File: src/rtl/sp_pkg.sv
package sp_pkg;
  localparam int DATA_W = 8;
  localparam int ADDR_W = 3;
  localparam int DIV_W  = 2 * DATA_W;
  localparam int OVS    = 16;
  localparam int SUB_W  = $clog2(OVS);
  localparam int BIT_W  = $clog2(DATA_W);

  typedef struct packed {
    logic wrThr;
    logic wrIer;
    logic wrDll;
    logic wrDlm;
    logic wrLcr;
    logic wrMcr;
    logic rdRbr;
  } hostStb_t;

  typedef enum logic [3:0] {
    SEL_RBR, SEL_IER, SEL_DLL, SEL_DLM, SEL_IIR,
    SEL_LCR, SEL_MCR, SEL_LSR, SEL_MSR, SEL_NONE
  } rdSel_t;

  typedef enum logic [1:0] {LN_IDLE, LN_START, LN_DATA, LN_STOP} lineState_t;
endpackage

File: src/rtl/sp_ctrl.sv
module sp_ctrl
  import sp_pkg::*;
(
  input  logic [ADDR_W-1:0] addr,
  input  logic              wrEn,
  input  logic              rdEn,
  input  logic              dlab,
  output hostStb_t          stb,
  output rdSel_t            rdSel
);
  always_comb begin
    stb   = '0;
    rdSel = SEL_NONE;
    case (addr)
      3'd0: begin
        if (dlab) begin
          stb.wrDll = wrEn;
          rdSel     = SEL_DLL;
        end else begin
          stb.wrThr = wrEn;
          stb.rdRbr = rdEn;
          rdSel     = SEL_RBR;
        end
      end
      3'd1: begin
        if (dlab) begin
          stb.wrDlm = wrEn;
          rdSel     = SEL_DLM;
        end else begin
          stb.wrIer = wrEn;
          rdSel     = SEL_IER;
        end
      end
      3'd2: rdSel = SEL_IIR;
      3'd3: begin
        stb.wrLcr = wrEn;
        rdSel     = SEL_LCR;
      end
      3'd4: begin
        stb.wrMcr = wrEn;
        rdSel     = SEL_MCR;
      end
      3'd5: rdSel = SEL_LSR;
      3'd6: rdSel = SEL_MSR;
      default: rdSel = SEL_NONE;
    endcase
  end
endmodule

File: src/rtl/sp_datapath.sv
module sp_datapath
  import sp_pkg::*;
(
  input  logic              clk,
  input  logic              rstN,
  input  hostStb_t          stb,
  input  rdSel_t            rdSel,
  input  logic [DATA_W-1:0] wrData,
  input  logic              rxIn,
  output logic              dlab,
  output logic [DATA_W-1:0] rdData,
  output logic              txOut,
  output logic              dtrN,
  output logic              rtsN
);
  localparam logic [SUB_W-1:0] SUB_LAST = SUB_W'(OVS - 1);
  localparam logic [SUB_W-1:0] SUB_MID  = SUB_W'(OVS / 2 - 1);

  logic [DATA_W-1:0] lcr, dll, dlm, thr, rbr, txShift, rxShift;
  logic [4:0]        mcr;
  logic [3:0]        ier;
  logic              thrEmpty, dataReady;
  logic [DIV_W-1:0]  divisor, baudCnt;
  logic              tick;
  lineState_t        txState, rxState;
  logic [SUB_W-1:0]  txSub, rxSub;
  logic [BIT_W-1:0]  txBit, rxBit, lastBit;
  logic              txLine, rxLine, rxDone, loopOn;

  assign dlab    = lcr[DATA_W-1];
  assign loopOn  = mcr[4];
  assign divisor = {dlm, dll};
  assign lastBit = BIT_W'(4) + BIT_W'(lcr[1:0]);

  // host-visible registers
  always_ff @(posedge clk or negedge rstN) begin
    if (!rstN) begin
      lcr <= '0; mcr <= '0; ier <= '0; dll <= '0; dlm <= '0;
    end else begin
      if (stb.wrLcr) lcr <= wrData;
      if (stb.wrMcr) mcr <= wrData[4:0];
      if (stb.wrIer) ier <= wrData[3:0];
      if (stb.wrDll) dll <= wrData;
      if (stb.wrDlm) dlm <= wrData;
    end
  end

  // oversampling tick
  assign tick = (divisor != '0) && (baudCnt >= divisor - DIV_W'(1));
  always_ff @(posedge clk or negedge rstN) begin
    if (!rstN)     baudCnt <= '0;
    else if (tick || divisor == '0) baudCnt <= '0;
    else           baudCnt <= baudCnt + DIV_W'(1);
  end

  // holding register: a host write wins over the transfer in the same cycle
  always_ff @(posedge clk or negedge rstN) begin
    if (!rstN) begin
      thr <= '0; thrEmpty <= 1'b1;
    end else if (stb.wrThr) begin
      thr <= wrData; thrEmpty <= 1'b0;
    end else if (txState == LN_IDLE && !thrEmpty) begin
      thrEmpty <= 1'b1;
    end
  end

  // transmitter
  always_ff @(posedge clk or negedge rstN) begin
    if (!rstN) begin
      txState <= LN_IDLE; txSub <= '0; txBit <= '0; txShift <= '0;
    end else begin
      case (txState)
        LN_IDLE: if (!thrEmpty) begin
          txShift <= thr; txSub <= '0; txState <= LN_START;
        end
        LN_START: if (tick) begin
          txSub <= txSub + SUB_W'(1);
          if (txSub == SUB_LAST) begin txState <= LN_DATA; txBit <= '0; end
        end
        LN_DATA: if (tick) begin
          txSub <= txSub + SUB_W'(1);
          if (txSub == SUB_LAST) begin
            txShift <= txShift >> 1;
            if (txBit == lastBit) txState <= LN_STOP;
            else                  txBit <= txBit + BIT_W'(1);
          end
        end
        default: if (tick) begin
          txSub <= txSub + SUB_W'(1);
          if (txSub == SUB_LAST) txState <= LN_IDLE;
        end
      endcase
    end
  end

  always_comb begin
    case (txState)
      LN_START: txLine = 1'b0;
      LN_DATA:  txLine = txShift[0];
      default:  txLine = 1'b1;
    endcase
  end

  assign txOut  = loopOn ? 1'b1 : txLine;
  assign rxLine = loopOn ? txLine : rxIn;
  assign dtrN   = ~mcr[0];
  assign rtsN   = ~mcr[1];

  // receiver
  assign rxDone = (rxState == LN_STOP) && tick && (rxSub == SUB_LAST);
  always_ff @(posedge clk or negedge rstN) begin
    if (!rstN) begin
      rxState <= LN_IDLE; rxSub <= '0; rxBit <= '0; rxShift <= '0; rbr <= '0;
    end else if (tick) begin
      case (rxState)
        LN_IDLE: if (!rxLine) begin rxState <= LN_START; rxSub <= '0; end
        LN_START: begin
          rxSub <= rxSub + SUB_W'(1);
          if (rxSub == SUB_MID) begin
            rxSub <= '0; rxBit <= '0;
            rxState <= rxLine ? LN_IDLE : LN_DATA;
          end
        end
        LN_DATA: begin
          rxSub <= rxSub + SUB_W'(1);
          if (rxSub == SUB_LAST) begin
            rxShift <= {rxLine, rxShift[DATA_W-1:1]};
            if (rxBit == lastBit) rxState <= LN_STOP;
            else                  rxBit <= rxBit + BIT_W'(1);
          end
        end
        default: begin
          rxSub <= rxSub + SUB_W'(1);
          if (rxSub == SUB_LAST) begin
            rbr <= rxShift >> (2'd3 - lcr[1:0]);
            rxState <= LN_IDLE;
          end
        end
      endcase
    end
  end

  always_ff @(posedge clk or negedge rstN) begin
    if (!rstN)          dataReady <= 1'b0;
    else if (rxDone)    dataReady <= 1'b1;
    else if (stb.rdRbr) dataReady <= 1'b0;
  end

  // read mux
  always_comb begin
    case (rdSel)
      SEL_RBR: rdData = rbr;
      SEL_IER: rdData = {4'b0, ier};
      SEL_DLL: rdData = dll;
      SEL_DLM: rdData = dlm;
      SEL_IIR: rdData = 8'h01;
      SEL_LCR: rdData = lcr;
      SEL_MCR: rdData = {3'b0, mcr};
      SEL_LSR: rdData = {1'b0, thrEmpty && txState == LN_IDLE, thrEmpty, 4'b0, dataReady};
      default: rdData = '0;
    endcase
  end

  // a data write empties nothing and fills the holding register
  p_thr_load_r6: assert property (@(posedge clk) disable iff (!rstN)
    stb.wrThr |=> !thrEmpty);
  // an idle transmitter takes a waiting byte on the next edge
  p_shift_take_r6: assert property (@(posedge clk) disable iff (!rstN)
    (txState == LN_IDLE && !thrEmpty && !stb.wrThr) |=> (thrEmpty && txState == LN_START));
  // with no divisor the frame in flight is frozen
  p_freeze_r8: assert property (@(posedge clk) disable iff (!rstN)
    (divisor == '0 && txState != LN_IDLE) |=> ($stable(txState) && $stable(txSub)));
  // a completed character raises data-ready
  p_dr_set_r9: assert property (@(posedge clk) disable iff (!rstN)
    rxDone |=> dataReady);
  // reading the data register drops data-ready
  p_dr_clear_r10: assert property (@(posedge clk) disable iff (!rstN)
    (stb.rdRbr && !rxDone) |=> !dataReady);
endmodule

File: src/rtl/sp_top.sv
module sp_top
  import sp_pkg::*;
(
  input  logic              clk,
  input  logic              rstN,
  input  logic [ADDR_W-1:0] addr,
  input  logic              wrEn,
  input  logic              rdEn,
  input  logic [DATA_W-1:0] wrData,
  output logic [DATA_W-1:0] rdData,
  output logic              txOut,
  input  logic              rxIn,
  output logic              dtrN,
  output logic              rtsN
);
  hostStb_t stb;
  rdSel_t   rdSel;
  logic     dlab;

  sp_ctrl u_ctrl (
    .addr(addr), .wrEn(wrEn), .rdEn(rdEn), .dlab(dlab),
    .stb(stb), .rdSel(rdSel)
  );

  sp_datapath u_dp (
    .clk(clk), .rstN(rstN), .stb(stb), .rdSel(rdSel), .wrData(wrData),
    .rxIn(rxIn), .dlab(dlab), .rdData(rdData), .txOut(txOut),
    .dtrN(dtrN), .rtsN(rtsN)
  );
endmodule

File: config.mk
export PLATFORM = sky130hd
export DESIGN_NAME = sp_top
export DESIGN_NICKNAME = d
export VERILOG_FILES = /design/src/rtl/sp_pkg.sv /design/src/rtl/sp_ctrl.sv /design/src/rtl/sp_datapath.sv /design/src/rtl/sp_top.sv
export SDC_FILE = /design/constraint.sdc
export NUM_CORES = 1
export LEC_CHECK = 0
export ABC_CLOCK_PERIOD_IN_PS = 8000
export BUFFER_PORTS_ARGS = -buffer_cell sky130_fd_sc_hd__buf_2
export CAP_MARGIN = 20
export CORE_MARGIN = 2
export CORE_UTILIZATION = 69
export CTS_BUF_LIST = sky130_fd_sc_hd__clkbuf_4 sky130_fd_sc_hd__clkbuf_8
export CTS_CLUSTER_DIAMETER = 50
export CTS_CLUSTER_SIZE = 25
export DETAILED_ROUTE_END_ITERATION = 10
export PLACE_DENSITY = 0.88
export SLEW_MARGIN = 20
export SYNTH_ARGS = -nofsm -noshare
export SYNTH_HDL_FRONTEND = slang
export SYNTH_SLANG_ARGS = --single-unit
File: constraint.sdc
create_clock -name clk -period 8 [get_ports clk]
set_input_delay 1.2 -clock clk [delete_from_list [all_inputs] [get_ports clk]]
set_output_delay 1.2 -clock clk [all_outputs]
set_load 0.01 [all_outputs]
==> results.md, run 1 <==
* Number of H-tree levels at 3
* Clock Skews at 16.86 ps
* Die area at 9190 µm²
* Worst slack at placement at 4059 ps
* Vias at 4404
* Fin Hold WS at 509.4 ps
* CTS max path bufs at 2
* TritonCTS clock tree: done
* Num ports at 27
* Slew @ Worst Pin at 889.3 ps
* Sequential share of the synthesized area at 0.4343
* Critical path required time at 8280 ps
* Nature of the critical path startpoint: flop
* Worst slew margin at 0.4071
* Sequential cell area at 2529 µm²
* Total core area at 8217 µm²
* Post-DP HPWL at 9.534 mm
* First-pass GRT wire length at 21.94 mm
* Die height at 95.87 µm
* Port Buffers at 26
* Fin. Hold Viols at 0
* Final Cycle Share at 0.5005
* Tmin final at 4004 ps
* Dominant synthesized flop cell: dfrtp_1
* Metal-1 WL at 5.822 mm
* CTS Buf Count at 9
* Final ANT Viol Nets at 0
* DRT Wirelength at 13.18 mm
* Netlist cell types at 62
* Rows at 33
* WL met2 at 6.391 mm
* Fin util at 0.7568
* Crit-path max cell delay at 670 ps
* Crit-path slowest cell: o31ai_4
* Yosys Warn Count at 0
* CTS sink cnt at 101
* Peak supply drop at 171.0 µV
* Crit path cell chain: nor4_2, nand2_1, nor2_1, nand2_1, xor2_1, ha_1, a211oi_2, nor2_1, or3_4, o31ai_4, nor3_4, mux2_2
* Layout area overhead at 6.790%
* Pre-antenna DRT Iters at 5
* RSZ-0062 raised after global routing: false
* Largest net degree at the start of global routing at 74
* Iteration-0 DRC Markers at 243
* Mapped Nets at 602
* Share of post-route cells with drive strength above 1 at 0.2190
* Drt wl/cell at 19.24 µm
* # hold bufs at CTS at 0
* ANT cells at 0
* Detail-routed via count per cell at 6.429
* Crit path kind: reg2reg
* Drc violations at 0
* Synthesized netlist cell count at 560
* Wire length on met3 at 575 µm
* Post-synth EDFFs at 0
* # fillers at 530
* Final Net Count at 617
* Setup TNS at 0 ps
* Max Cap Viol at 0
* Worst min-delay path category: reg2reg
* Final worst slack at 3996 ps
* Number of buffers added for setup after CTS at 0
* Initial antenna violation count at 0
* Die Span X at 95.87 µm
* Pwr per Cell Area at 240.4 nW/µm²
* Total GRT Usage at 0.3159
* DR top layer: met4
* Worst setup EP type: flop
* Post-CTS sizing at 0
* Worst-path maximum fanout at 16
* Syn avg cell area at 10.40 µm²
* Number of global-route vias before repair at 4448
* Final GP Congestion at 0.9254
* CTS Root Buffer Type: clkbuf_8
* Setup violators final at 0
* Post-synthesis cell area at 5823 µm²
* #FFs+latches synth at 101
* Pwr Total at 1.495 mW
* Slew Viols, Final at 0
* Leakage power at 2.800 nW
* Worst skew pair latency at 380 ps
* Critical Path AT at 4280 ps
* Clk slew on worst S/H paths at 110 ps
* Max Freq at 249.8 MHz
* Remaining Overflow, GRT at 0
* Async SR Flop Fraction at 1.000
* Initial Util at 0.7087
* Status: finished clean
* Multi-input gate area at 3151 µm²
-- report_power, final --
part           switching [mW]  internal (mW)  total, mW
clock network           0.197          0.152      0.349
registers               0.123          0.594      0.717
logic                   0.220          0.209      0.429
total                   0.541          0.954       1.49
-- synth_stat cells, drive strengths merged (2+ instances only) --
master | instances | area (µm²)
dfrtp | 100 | 2502
mux2 | 63 | 709.4
nor2 | 51 | 191.4
nand2 | 44 | 167.7
o21ai | 32 | 160.2
ha | 26 | 325.3
nand3 | 22 | 122.6
clkbuf | 19 | 71.32
xnor2 | 19 | 166.4
xor2 | 16 | 140.1
inv | 14 | 52.55
nor3 | 14 | 97.59
mux2i | 13 | 130.1
a21oi | 11 | 55.05
and3 | 11 | 68.82
nor2b | 11 | 68.82
or3 | 8 | 55.05
a22oi | 7 | 52.55
nand2b | 7 | 43.79
nor4 | 7 | 56.30
o221a | 7 | 78.83
a31oi | 6 | 43.79
o21a | 5 | 37.54
o31ai | 5 | 51.30
buf | 4 | 20.02
nand4 | 4 | 25.02
a211oi | 2 | 20.02
a21o | 2 | 15.01
and2 | 2 | 12.51
and4 | 2 | 17.52
mux4 | 2 | 45.04
nand3b | 2 | 15.01
nor3b | 2 | 15.01
o211ai | 2 | 15.01
o311ai | 2 | 17.52
-- registers in the layout, summed over array words and instances (netlist names), 3 cells and up --
name,flops
u_dp.mcr,5
u_dp.ier,4
u_dp.rxSub,4
u_dp.rxShift,8
u_dp.dll,8
u_dp.txShift,8
u_dp.rxBit,3
u_dp.rbr,8
u_dp.lcr,8
u_dp.dlm,8
u_dp.txSub,4
u_dp.baudCnt,16
u_dp.thr,8
u_dp.txBit,3
-- path summary, 6_finish.rpt --
check                             from               to  slack [ps]  cells past startpoint
min in group asynchronous         rstN  u_dp.baudCnt[4]         720                      1
hold reg to reg            u_dp.thr[6]      u_dp.thr[6]         510                      1
setup / recovery           u_dp.dll[4]  u_dp.rxShift[0]        4000                     12
max in group asynchronous         rstN      u_dp.dll[1]        6070                      2
hold / removal             u_dp.thr[6]      u_dp.thr[6]         510                      1
setup reg to reg           u_dp.dll[4]  u_dp.rxShift[0]        4000                     12
-- per-stage QoR --
| stage | std cells | instance area [µm²] |
|---|---|---|
| 2_1_floorplan | 560 | 5823 |
| 3_3_place_gp | 669 | 6003 |
| 3_5_place_dp | 669 | 6003 |
| 4_1_cts | 685 | 6218 |
| 5_1_grt | 685 | 6218 |
| 6_report | 685 | 6218 |
-- metal layers --
metal	track usage	vias up
li1	-	2049
met1	0.4246	2186
met2	0.5117	137
met3	0.04307	32
met4	0.1464	0
met5	0	-
-- critical path: cells and delay by family (launching register included) --
kind / cells / cell delay [ps]
flops: 1 / 460
fa+ha+maj: 1 / 320
compound gates: 2 / 890
mux: 1 / 320
xor+xnor: 1 / 160
simple gates: 7 / 1740
-- cells in the final DEF (no fill, tap or decap), drive strengths merged, types with 3 or more instances in the layout --
| cell type | netlist | routed |
|---|---|---|
| mux2 | 63 | 63 |
| mux2i | 13 | 13 |
| o221a | 7 | 7 |
| nor2b | 11 | 11 |
| xnor2 | 19 | 19 |
| o31ai | 5 | 5 |
| ha | 26 | 26 |
| nand3 | 22 | 22 |
| xor2 | 16 | 16 |
| nor4 | 7 | 7 |
| buf | 4 | 27 |
| nor2 | 51 | 51 |
| a22oi | 7 | 7 |
| o21a | 5 | 5 |
| or3 | 8 | 8 |
| and3 | 11 | 11 |
| clkbuf | 19 | 9 |
| a21oi | 11 | 11 |
| nand2 | 44 | 44 |
| a31oi | 6 | 6 |
| inv | 14 | 16 |
| nand2b | 7 | 7 |
| o21ai | 32 | 32 |
| dfrtp | 100 | 100 |
| nor3 | 14 | 14 |
| nand4 | 4 | 4 |
| clkinv | 0 | 3 |
-- final cells by class --
class,count,area share
multi-input cells,422,0.5066
repair buffers,27,0.02254
inverters,14,0.008451
clock buffers,9,0.01992
well taps,105,0.02113
flip-flops and latches,101,0.4066
clock inverters,7,0.01469
-- kinds of logic (layout without fill, tap and decap cells) --
group / count (synthesis) / in the layout / share of synthesized area
mux: 78 / 78 / 0.1519
fa+ha+maj: 26 / 26 / 0.05587
flops: 101 / 101 / 0.4343
buf+inv: 37 / 57 / 0.02471
xor+xnor: 35 / 35 / 0.05264
simple gates: 189 / 189 / 0.1670
compound gates: 94 / 94 / 0.1137
(Power assumes the default switching activity.)
==> run 2: changes to the inputs <==
--- a/config.mk
+++ b/config.mk
@@ -5,16 +5,16 @@
 export SDC_FILE = /design/constraint.sdc
 export NUM_CORES = 1
 export LEC_CHECK = 0
-export ABC_CLOCK_PERIOD_IN_PS = 8000
+export ABC_CLOCK_PERIOD_IN_PS = 3900
 export BUFFER_PORTS_ARGS = -buffer_cell sky130_fd_sc_hd__buf_2
 export CAP_MARGIN = 20
 export CORE_MARGIN = 2
-export CORE_UTILIZATION = 69
+export CORE_UTILIZATION = 64
 export CTS_BUF_LIST = sky130_fd_sc_hd__clkbuf_4 sky130_fd_sc_hd__clkbuf_8
 export CTS_CLUSTER_DIAMETER = 50
 export CTS_CLUSTER_SIZE = 25
 export DETAILED_ROUTE_END_ITERATION = 10
-export PLACE_DENSITY = 0.88
+export PLACE_DENSITY = 0.83
 export SLEW_MARGIN = 20
 export SYNTH_ARGS = -nofsm -noshare
 export SYNTH_HDL_FRONTEND = slang
==> constraint.sdc (replaced) <==
create_clock -name clk -period 3.9 [get_ports clk]
set_input_delay 0.585 -clock clk [delete_from_list [all_inputs] [get_ports clk]]
set_output_delay 0.585 -clock clk [all_outputs]
set_load 0.01 [all_outputs]
==> results.md, run 2 (synthesis results as in run 1) <==
* Final ANT Viol Nets at 0
* CTS Root Buffer Type: clkbuf_8
* CTS max path bufs at 2
* Max reg flops at 16
* Crit-path slowest cell: o31ai_4
* CP dominant cell by count: nor2_1
* Die area at 9877 µm²
* Worst skew pair latency at 370 ps
* Die Span X at 99.39 µm
* Setup TNS at 0 ps
* Status: finished clean
* Largest Register: u_dp.baudCnt
* Num ports at 27
* Worst min-delay path category: in2async
* Max Freq at 275.9 MHz
* TritonCTS clock tree: done
* Nature of the critical path startpoint: flop
* Crit-path max cell delay at 520 ps
* Initial Util at 0.6645
* First-pass GRT wire length at 22.17 mm
* Crit path kind: reg2reg
* Number of global-route vias before repair at 4388
* Top delay family on crit path: simple AND/OR/NAND/NOR gates
* WP buf/inv at 1
* Leakage power at 2.825 nW
* Drc violations at 0
* Max Cap Viol at 0
* Clk slew on worst S/H paths at 110 ps
* # fillers at 618
* Fin. Hold Viols at 0
* Remaining Overflow, GRT at 0
* Layout area overhead at 7.542%
* Largest net degree at the start of global routing at 74
* Initial antenna violation count at 1
* Pre-antenna DRT Iters at 5
* Total core area at 8763 µm²
* Setup violators final at 0
* Tmin final at 3625 ps
* Most common cell after layout, fill and taps aside: dfrtp_1
* Worst slew margin at 0.3856
* RSZ-0062 raised after global routing: false
* Crit path cell chain: nor4_2, nand2b_1, nor2_1, nand2_1, xor2_1, ha_1, a211oi_2, nor2_1, or3_4, o31ai_4, buf_4, nor4_1, a2bb2oi_1
* Worst-path maximum fanout at 9
* Share of post-route cells with drive strength above 1 at 0.2287
* Critical Path AT at 3880 ps
* Rows at 34
* Vias at 4419
* Final GP Congestion at 0.8784
* Drt wl/cell at 18.90 µm
* Number of H-tree levels at 3
* Clock Skews at 12.42 ps
* CTS Buf Count at 9
* Total GRT Usage at 0.2837
* DRT Wirelength at 13.12 mm
* Port Buffers at 26
* Worst setup EP type: flop
* Final Net Count at 623
* ANT cells at 0
* Commonest non-fill, non-tap cells in the layout: dfrtp_1, mux2_2, nor2_1, nand2_1, o21ai_0
* Post-DP HPWL at 9.600 mm
* Peak supply drop at 362.7 µV
* Pwr per Cell Area at 487.5 nW/µm²
* Slew @ Worst Pin at 921.7 ps
* CTS sink cnt at 101
* Number of buffers added for setup after CTS at 0
* Slew Viols, Final at 0
* Critical path required time at 4150 ps
* Pwr Total at 3.053 mW
* Die height at 99.39 µm
* Iteration-0 DRC Markers at 284
* Final Cycle Share at 0.9294
* Detail-routed via count per cell at 6.367
run 2: repair_timing:
action | CTS | global route
endpoints found under the setup margin | 0 | 9
gates resized for setup | 0 | 1
hold buffers | 0 | 0
run 2: path summary, 6_finish.rpt:
path / slack [ps] / endpoint / start / cells past startpoint
max in group asynchronous: 2780 / u_dp.ier[2] / rstN / 2
max reg2reg: 280 / u_dp.rxState[1] / u_dp.dll[6] / 13
min: 330 / u_dp.baudCnt[6] / rstN / 1
min in group clk: 480 / u_dp.dataReady / rdEn / 4
min reg2reg: 490 / u_dp.dataReady / u_dp.dataReady / 2
max: 280 / u_dp.rxState[1] / u_dp.dll[6] / 13
run 2: area by class of cell:
type,count,area [µm²],share of cell area
clock inverter,7,85.08,0.01359
tap,108,135.1,0.02158
sequential,101,2529,0.4038
clock buffer,9,123.9,0.01978
multi-input combinational,422,3152,0.5033
inverter,14,52.55,0.008392
timing repair buffer,33,185.2,0.02957
run 2: layer usage:
layer / up-vias / track usage / wire [µm]
li1: 2058 / - / -
met1: 2170 / 0.4021 / 5879
met2: 156 / 0.4454 / 6205
met3: 33 / 0.03373 / 594
met4: 2 / 0.1233 / 408
met5: - / 0 / 33
run 2: stage by stage:
stage	cells	hold WS [ps]	setup slack, ps	util	instance area [µm²]
final	694	334.1	275.1	0.7146	6262
after global routing	694	415.1	20.08	0.7146	6262
after CTS	694	376.4	221.7	0.7144	6261
after detailed placement	678	462.5	241.6	0.6906	6052
after global placement	678	470.6	376.5	0.6906	6052
after floorplan	560	289.4	453.8	-	5823
run 2: power by group:
part,total [mW],internal (mW),switching (mW)
registers,1.46,1.22,0.243
clock network,0.664,0.255,0.409
logic,0.928,0.448,0.480
total,3.05,1.92,1.13
==> run 3: changes to the inputs <==
--- a/config.mk
+++ b/config.mk
@@ -9,12 +9,11 @@
 export BUFFER_PORTS_ARGS = -buffer_cell sky130_fd_sc_hd__buf_2
 export CAP_MARGIN = 20
 export CORE_MARGIN = 2
-export CORE_UTILIZATION = 64
+export CORE_UTILIZATION = 25
 export CTS_BUF_LIST = sky130_fd_sc_hd__clkbuf_4 sky130_fd_sc_hd__clkbuf_8
 export CTS_CLUSTER_DIAMETER = 50
 export CTS_CLUSTER_SIZE = 25
 export DETAILED_ROUTE_END_ITERATION = 10
-export PLACE_DENSITY = 0.83
 export SLEW_MARGIN = 20
 export SYNTH_ARGS = -nofsm -noshare
 export SYNTH_HDL_FRONTEND = slang
==> results.md, run 3 (synthesis results as in run 1) <==
* Placed insts at 884
* Largest net degree at the start of global routing at 76
* Iteration-0 DRC Markers at 283
* Most common cell after layout, fill and taps aside: dfrtp_1
* Pwr Total at 3.050 mW
* ANT cells at 0
* Share of post-route cells with drive strength above 1 at 0.2352
* Total GRT Usage at 0.1167
* Clock Skews at 22.95 ps
* Status: finished clean
* RSZ-0062 raised after global routing: false
* Port Buffers at 26
* Fin. Hold Viols at 0
* Final GP Congestion at 0.8307
* Max Freq at 279.6 MHz
* DRT Wirelength at 13.50 mm
* Largest Register: u_dp.baudCnt
* Setup TNS at 0 ps
* Critical path required time at 4190 ps
* Crit path kind: reg2reg
* Final Net Count at 628
* Layout area overhead at 12.96%
* Max reg flops at 16
* Slew Viols, Final at 0
* CTS Buf Count at 9
* CTS Root Buffer Type: clkbuf_8
* Commonest non-fill, non-tap cells in the layout: dfrtp_1, mux2_2, nor2_1, nand2_1, o21ai_0
* Remaining Overflow, GRT at 0
* Die height at 156.6 µm
* Worst min-delay path category: in2async
* Setup violators final at 0
* Fin util at 0.2888
* Worst setup EP type: flop
* Vias at 4311
* Drt wl/cell at 14.93 µm
* Worst-path maximum fanout at 8
* Final Cycle Share at 0.9169
* Leakage power at 2.853 nW
* CTS sink cnt at 101
* Worst skew pair latency at 400 ps
* Worst slew margin at 0.4607
* First-pass GRT wire length at 22.10 mm
* Critical Path AT at 3870 ps
* Rows at 55
* Peak supply drop at 262.5 µV
* Pwr per Cell Area at 463.6 nW/µm²
* Die Span X at 156.6 µm
* Initial Util at 0.2556
* Num ports at 27
* Clk slew on worst S/H paths at 120 ps
* TritonCTS clock tree: done
* Max Cap Viol at 0
* Total core area at 22780 µm²
* Die area at 24530 µm²
* Number of H-tree levels at 3
* Number of global-route vias before repair at 4097
* Nature of the critical path startpoint: flop
* Layout Cells excl Fill at 904
* Initial antenna violation count at 0
* Tmin final at 3576 ps
* CTS max path bufs at 2
* Pre-antenna DRT Iters at 5
* Post-DP HPWL at 9.924 mm
* Slew @ Worst Pin at 805.9 ps
* Drc violations at 0
* # hold bufs at CTS at 0
* Detail-routed via count per cell at 4.769
* Final ANT Viol Nets at 0
* Fin Hold WS at 61.79 ps
## run 3: changes by cell type in the layout (fill, tap and decap cells not counted)
cell      before  now
nand3_2        0    1
clkinv_8       3    0
inv_6          0    2
clkbuf_4       0    1
buf_4          8   11
nand3_1       21   20
and4_1         1    2
and4_2         1    0
nor4_2         2    1
nor4_4         0    1
buf_12         0    1
buf_16         0    1
## run 3: stage by stage
stage / area (µm²) / setup slack [ps]
after detailed placement: 6316 / 178.6
after CTS: 6501 / 152.0
after global routing: 6578 / 5.117
after floorplan: 5823 / 453.8
after global placement: 6316 / 275.9
final: 6578 / 323.9
## run 3: layout make-up
type | count | area, µm²
clock buffers | 10 | 131.4
repair buffers | 38 | 255.2
multi-input cells | 422 | 3164
flip-flops and latches | 101 | 2529
fillers | 2389 | 16200
clock inverters | 6 | 53.80
well taps | 313 | 391.6
inverters | 14 | 52.55
## run 3: power breakdown
part           switching, mW  leakage (nW)  internal [mW]
clock                  0.419        0.0928          0.251
sequential             0.253          1.30           1.22
combinational          0.453          1.46          0.455
total                   1.13          2.85           1.92
## run 3: timing repair
action                                  in CTS  in global routing
endpoints found under the setup margin       0                 45
resized for setup                            0                  2
setup buffers                                0                  3
## run 3: per-layer routing
metal  track usage  wire length, µm  vias to the layer above
met5             0                0                        -
met4       0.04849              239                        0
met3       0.01689              427                       14
met2        0.1827             6213                       84
met1        0.1615             6616                     2139
li1              -                -                     2074
## run 3: worst paths after layout
| path | startpoint | endpoint | slack, ps | cells after the start |
|---|---|---|---|---|
| worst min register to register | u_dp.dataReady | u_dp.dataReady | 490 | 2 |
| worst max-delay path | u_dp.dll[0] | u_dp.txSub[1] | 320 | 14 |
| worst max register to register | u_dp.dll[0] | u_dp.txSub[1] | 320 | 14 |
| min in group clk | rdEn | u_dp.dataReady | 470 | 4 |
| max in group asynchronous | rstN | u_dp.rbr[1] | 3000 | 3 |
| worst min-delay path | rstN | u_dp.dll[6] | 60 | 1 |
## run 3: critical path, cell delays in order, from the launching register on
cell and delay [ps]:
dfrtp_1 470, inv_1 130, ha_1 290, nand2_1 140
nor3_1 270, nand2_1 110, xor2_1 160, ha_1 290
o21ai_0 170, nor2_1 80, or3_4 420, o31ai_4 390
buf_4 220, nor3b_1 60, a221o_1 280
